--- src/rtl/tmr_oc_pkg.sv ---
package tmr_oc_pkg;
    typedef enum logic {
        S_UP   = 1'b0,
        S_DOWN = 1'b1
    } dir_state_t;

    localparam logic SEL_CMP = 1'b0;
    localparam logic SEL_ARR = 1'b1;
endpackage

--- src/rtl/tmr_oc_counter.sv ---
module tmr_oc_counter
    import tmr_oc_pkg::*;
#(
    parameter int CW = 16,
    parameter int RW = 4
) (
    input  logic          clk,
    input  logic          rst_n,
    input  logic          en,
    input  logic          center,
    input  logic [CW-1:0] arr_act,
    input  logic [RW-1:0] rep_val,
    output logic [CW-1:0] cnt,
    output logic          count_down,
    output logic          upd
);
    localparam logic [CW-1:0] ONE = CW'(1);

    dir_state_t    st, st_nxt;
    logic [CW-1:0] cnt_nxt;
    logic [RW-1:0] rep;
    logic          opp;

    // next-state and counter step
    always_comb begin
        st_nxt  = st;
        cnt_nxt = cnt;
        opp     = 1'b0;
        if (en) begin
            unique case (st)
                S_UP: begin
                    if (cnt >= arr_act) begin
                        opp = 1'b1;
                        if (center) begin
                            st_nxt  = S_DOWN;
                            cnt_nxt = arr_act - ONE;
                        end else begin
                            cnt_nxt = '0;
                        end
                    end else begin
                        cnt_nxt = cnt + ONE;
                    end
                end
                S_DOWN: begin
                    if (!center) begin
                        st_nxt  = S_UP;
                        cnt_nxt = cnt + ONE;
                    end else if (cnt == '0) begin
                        opp     = 1'b1;
                        st_nxt  = S_UP;
                        cnt_nxt = ONE;
                    end else begin
                        cnt_nxt = cnt - ONE;
                    end
                end
            endcase
        end
    end

    // state register
    always_ff @(posedge clk or negedge rst_n) begin
        if (!rst_n) begin
            st  <= S_UP;
            cnt <= '0;
            rep <= '0;
        end else begin
            st  <= st_nxt;
            cnt <= cnt_nxt;
            if (opp) begin
                rep <= (rep == '0) ? rep_val : rep - RW'(1);
            end
        end
    end

    // outputs
    always_comb begin
        count_down = (st == S_DOWN);
        upd        = opp && (rep == '0);
    end
endmodule

--- src/rtl/tmr_oc_regs.sv ---
module tmr_oc_regs
    import tmr_oc_pkg::*;
#(
    parameter int CW = 16,
    parameter logic [CW-1:0] ARR_RST = CW'(10)
) (
    input  logic          clk,
    input  logic          rst_n,
    input  logic          preload,
    input  logic          wr_en,
    input  logic          wr_sel,
    input  logic [CW-1:0] wr_data,
    input  logic          upd,
    output logic [CW-1:0] cmp_act,
    output logic [CW-1:0] arr_act
);
    logic [CW-1:0] cmp_sh, arr_sh;

    always_ff @(posedge clk or negedge rst_n) begin
        if (!rst_n) begin
            cmp_sh  <= '0;
            cmp_act <= '0;
            arr_sh  <= ARR_RST;
            arr_act <= ARR_RST;
        end else begin
            if (upd && preload) begin
                cmp_act <= cmp_sh;
                arr_act <= arr_sh;
            end
            if (wr_en) begin
                if (wr_sel == SEL_CMP) begin
                    cmp_sh <= wr_data;
                    if (!preload) cmp_act <= wr_data;
                end else begin
                    arr_sh <= wr_data;
                    if (!preload) arr_act <= wr_data;
                end
            end
        end
    end
endmodule

--- src/rtl/tmr_oc_compare.sv ---
module tmr_oc_compare #(
    parameter int CW = 16
) (
    input  logic          clk,
    input  logic          rst_n,
    input  logic          en,
    input  logic          tog_en,
    input  logic          flag_clr,
    input  logic [CW-1:0] cnt,
    input  logic [CW-1:0] cmp_act,
    output logic          evt,
    output logic          oc_ref,
    output logic          cmp_flag
);
    // level compare: every matching cycle is an event, even back to back
    assign evt = en && (cnt == cmp_act);

    always_ff @(posedge clk or negedge rst_n) begin
        if (!rst_n) begin
            oc_ref   <= 1'b0;
            cmp_flag <= 1'b0;
        end else begin
            if (evt && tog_en) oc_ref <= ~oc_ref;
            if (evt)           cmp_flag <= 1'b1;
            else if (flag_clr) cmp_flag <= 1'b0;
        end
    end
endmodule

--- src/rtl/tmr_oc_unit.sv ---
module tmr_oc_unit #(
    parameter int CW = 16,
    parameter int RW = 4,
    parameter logic [CW-1:0] ARR_RST = CW'(10)
) (
    input  logic          clk,
    input  logic          rst_n,
    input  logic          en,
    input  logic          center,
    input  logic          preload,
    input  logic          tog_en,
    input  logic          flag_clr,
    input  logic          wr_en,
    input  logic          wr_sel,
    input  logic [CW-1:0] wr_data,
    input  logic [RW-1:0] rep_val,
    output logic [CW-1:0] cnt,
    output logic          count_down,
    output logic          cmp_evt,
    output logic          upd_evt,
    output logic          oc_ref,
    output logic          cmp_flag
);
    logic [CW-1:0] cmp_act;
    logic [CW-1:0] arr_act;

    tmr_oc_counter #(.CW(CW), .RW(RW)) u_cnt (
        .clk(clk), .rst_n(rst_n), .en(en), .center(center),
        .arr_act(arr_act), .rep_val(rep_val),
        .cnt(cnt), .count_down(count_down), .upd(upd_evt)
    );

    tmr_oc_regs #(.CW(CW), .ARR_RST(ARR_RST)) u_regs (
        .clk(clk), .rst_n(rst_n), .preload(preload),
        .wr_en(wr_en), .wr_sel(wr_sel), .wr_data(wr_data),
        .upd(upd_evt), .cmp_act(cmp_act), .arr_act(arr_act)
    );

    tmr_oc_compare #(.CW(CW)) u_cmp (
        .clk(clk), .rst_n(rst_n), .en(en), .tog_en(tog_en),
        .flag_clr(flag_clr), .cnt(cnt), .cmp_act(cmp_act),
        .evt(cmp_evt), .oc_ref(oc_ref), .cmp_flag(cmp_flag)
    );
endmodule

--- config.mk ---
export PLATFORM = sky130hd
export DESIGN_NAME = tmr_oc_unit
export DESIGN_NICKNAME = d
export VERILOG_FILES = /design/src/rtl/tmr_oc_pkg.sv /design/src/rtl/tmr_oc_counter.sv /design/src/rtl/tmr_oc_regs.sv /design/src/rtl/tmr_oc_compare.sv /design/src/rtl/tmr_oc_unit.sv
export SDC_FILE = /design/constraint.sdc
export NUM_CORES = 1
export LEC_CHECK = 0
export BUFFER_PORTS_ARGS = -buffer_cell sky130_fd_sc_hd__buf_2
export CORE_MARGIN = 2
export CORE_UTILIZATION = 47
export DETAILED_ROUTE_END_ITERATION = 8
export GPL_TIMING_DRIVEN = 0
export PLACE_DENSITY = 0.65
export REMOVE_ABC_BUFFERS = 1
export SYNTH_ARGS = -nofsm -noshare
export SYNTH_HDL_FRONTEND = slang
export SYNTH_SLANG_ARGS = --single-unit
--- constraint.sdc ---
create_clock -name clk -period 2.85 [get_ports clk]
set_input_delay 0.285 -clock clk [delete_from_list [all_inputs] [get_ports clk]]
set_output_delay 0.285 -clock clk [all_outputs]
set_load 0.05 [all_outputs]
==> run metrics <==
Distinct cells, synth 64; initial antenna violation count 0; Fillers about 1,000; P&R area growth vs syn 13.9%; Max clock buf depth 2; Worst Setup EP upd_evt; status completed; peak supply drop between 0.7 and 0.8 mV; Yosys top cell area share 0.373; critical path type flop to output port; global route overflow 0; met3 WL post-DR slightly below 800 um; TritonCTS clock tree built; vias in the first global route ~4,700; final setup skew ~12 ps; WL final roughly 15,000 um; gp weighted congestion 0.890; RSZ-0062 raised after global routing no; CTS HTree Levels 3; final worst-path setup slack around 70 ps; final critical-path share of the clock period 0.975; total CTS buffers 9; Slew Viols, Final 0; GRT Total Usage 0.237; CP Launch Type flop; synthesized cell area approximately 5600 um^2; LEAKAGE ~2.8 nW; worst reg2reg path depth 9; Fmax achieved roughly 360 MHz; Final setup viols 0; Worst Hold Class input port to flop; Die H roughly 110 um; drt drc 0; remaining antenna violation count 0; Highest Signal Layer met4; global-route wire length before repair between 20,000 and 25,000 um; DR pass1 iterations 5; First DRT Iteration DRCs between 200 and 250; critical path endpoint category output port; largest net degree at the start of global routing just under 60; DIE AREA roughly 13,000 um^2; Metal-1 WL around 6700 um; hpwl dp 9940 um; top-count cell post-synth dfrtp_1; Yosys top cell by area dfrtp_1; crit path DAT about 2500 ps; Detail Route met2 WL 6890 um; Synth Flop Type dfrtp_1; Net count, final around 700; Clock Sinks 87; r2r setup slk approximately 160 ps; Initial Util 0.485; Slew @ Worst Pin 1300 ps; register area share after synthesis 0.392; Syn Area/Cell around 9 um^2; Max Fanout on Critical Path 34; Post-synth top cells dfrtp_1, nand2_1, clkbuf_1; hold_ws slightly below 200 ps; clock root cell clkbuf_16; Reg-to-Reg Start u_cnt.cnt[2]; WP data required 2570 ps; Warnings, synthesis 0; CORE AREA 11,500 um^2; DP Worst Slack -1740 ps; synthesis-stage register bit count slightly below 90; total power roughly 6.1 mW; Buffers on Ports 49; post-layout min period 2780 ps; Syn Inst Count roughly 610; number of diodes 0; Cell Area, Placed approximately 5800 um^2; r2r endpoint u_cnt.cnt[8]; vias per cell slightly above 6; number of synthesized flops with an enable pin 0; cell area after layout ~6300 um^2; insertion delay to the later sink of the worst-skew pair ~340 ps; Ports 50; Cell Rows 39; endpoints failing hold 0; Reg clk slew, reported paths 60 ps; share of cells above drive strength 1 0.194; Synth area leaders dfrtp_1, nand2_1, ha_1, xnor2_1, a211oi_1; DR vias between 4,000 and 5,000; chip width between 100 and 150 um; PwrDens ~960 nW/um^2; setup TNS 0 ps; worst rel slew slack 0.135; max-cap violations 0; DR WL/cell around 18 um; origin of the worst setup path u_cnt.cnt[7]; Post-synth ARST share 1.00
[per-stage QoR]
step,instances,util
after global routing,797,0.553
after CTS,796,0.550
final,797,0.553
after floorplan,571,-
after detailed placement,765,0.507
after global placement,763,0.504
[metal layers]
layer | up-vias | GRT usage
met5 | - | 0
li1 | 2329 | -
met4 | 0 | 0.0642
met1 | 2353 | 0.336
met2 | 114 | 0.379
met3 | 19 | 0.0418
[flip-flops by register name, indices dropped and copies added (netlist names)]
register          flops
u_regs.arr_sh        16
u_cnt.rep             4
u_regs.cmp_act       16
u_cmp.cmp_flag        1
u_cnt.cnt            16
u_cmp.oc_ref          1
u_regs.arr_act       16
u_cnt.count_down      1
u_regs.cmp_sh        16
[worst min path at each step]
| stage | startpoint | endpoint | slack [ps] | depth (start not counted) |
|---|---|---|---|---|
| 5_1_grt | wr_data[1] | u_regs.arr_sh[1] | 190 | 2 |
| 3_3_place_gp | u_cmp.oc_ref | u_cmp.oc_ref | 460 | 1 |
| 6_report | wr_data[15] | u_regs.arr_sh[15] | 200 | 2 |
| 2_1_floorplan | rst_n | u_cmp.cmp_flag | -10 | 0 |
| 3_5_place_dp | rst_n | u_cnt.rep[1] | 250 | 1 |
| 4_1_cts | wr_data[1] | u_regs.arr_sh[1] | 180 | 2 |
[layout make-up]
| class | instances | area (um^2) | area share |
|---|---|---|---|
| clock inverters | 3 | 43.8 | 0.00691 |
| repair buffers | 67 | 428 | 0.0675 |
| inverters | 32 | 136 | 0.0215 |
| clock buffers | 12 | 246 | 0.0389 |
| multi-input cells | 453 | 3110 | 0.490 |
| flip-flops and latches | 87 | 2200 | 0.346 |
| well taps | 143 | 179 | 0.0282 |
[worst max-delay path, stage by stage, from the launching register on]
cell	delay (ps)
dfrtp_2	450
or4_4	590
nor4b_4	340
nand2_4	100
nor2_4	120
o21ai_4	80
buf_12	160
inv_16	120
buf_8	160
[layout by cell type, fill, tap and decap left out, types with 16 or more instances in the layout]
cell      synthesis  routed
a211oi_1         23      23
a21o_1           22      22
a21oi_1          22      21
a31oi_1          23      23
and2_1           22      20
buf_2             3      47
buf_4             1      16
dfrtp_1          83      72
ha_1             20      20
inv_1            31      31
nand2_1          71      71
nand3_1          19      19
nor2_1           23      23
o21ai_0          27      25
xnor2_1          25      25
[where the power goes]
part	leakage [nW]	internal, mW	total (mW)	switching (mW)
clock	0.143	0.699	1.17	0.468
sequential	1.02	1.57	2.11	0.545
combinational	1.65	1.10	2.83	1.73
total	2.81	3.37	6.11	2.74
[timing repair]
item                       4_1_cts  5_1_grt
hold buffers                     1        0
setup endpoints to repair       43       13
resized for setup               20       11
setup buffers                   14        1
gates cloned                     1        0
hold endpoints to repair        29        0
pin swaps                        6        4
[kinds of logic (layout without fill, tap and decap cells)]
kind of cell    count (synthesis)  after routing  synth area share
compound gates                192            193             0.241
simple gates                  191            191             0.179
flops                          87             87             0.392
buf+inv                        75            114            0.0596
xor+xnor                       35             35            0.0551
fa+ha+maj                      20             20            0.0450
mux                            14             14            0.0277
(Power assumes the default switching activity.)
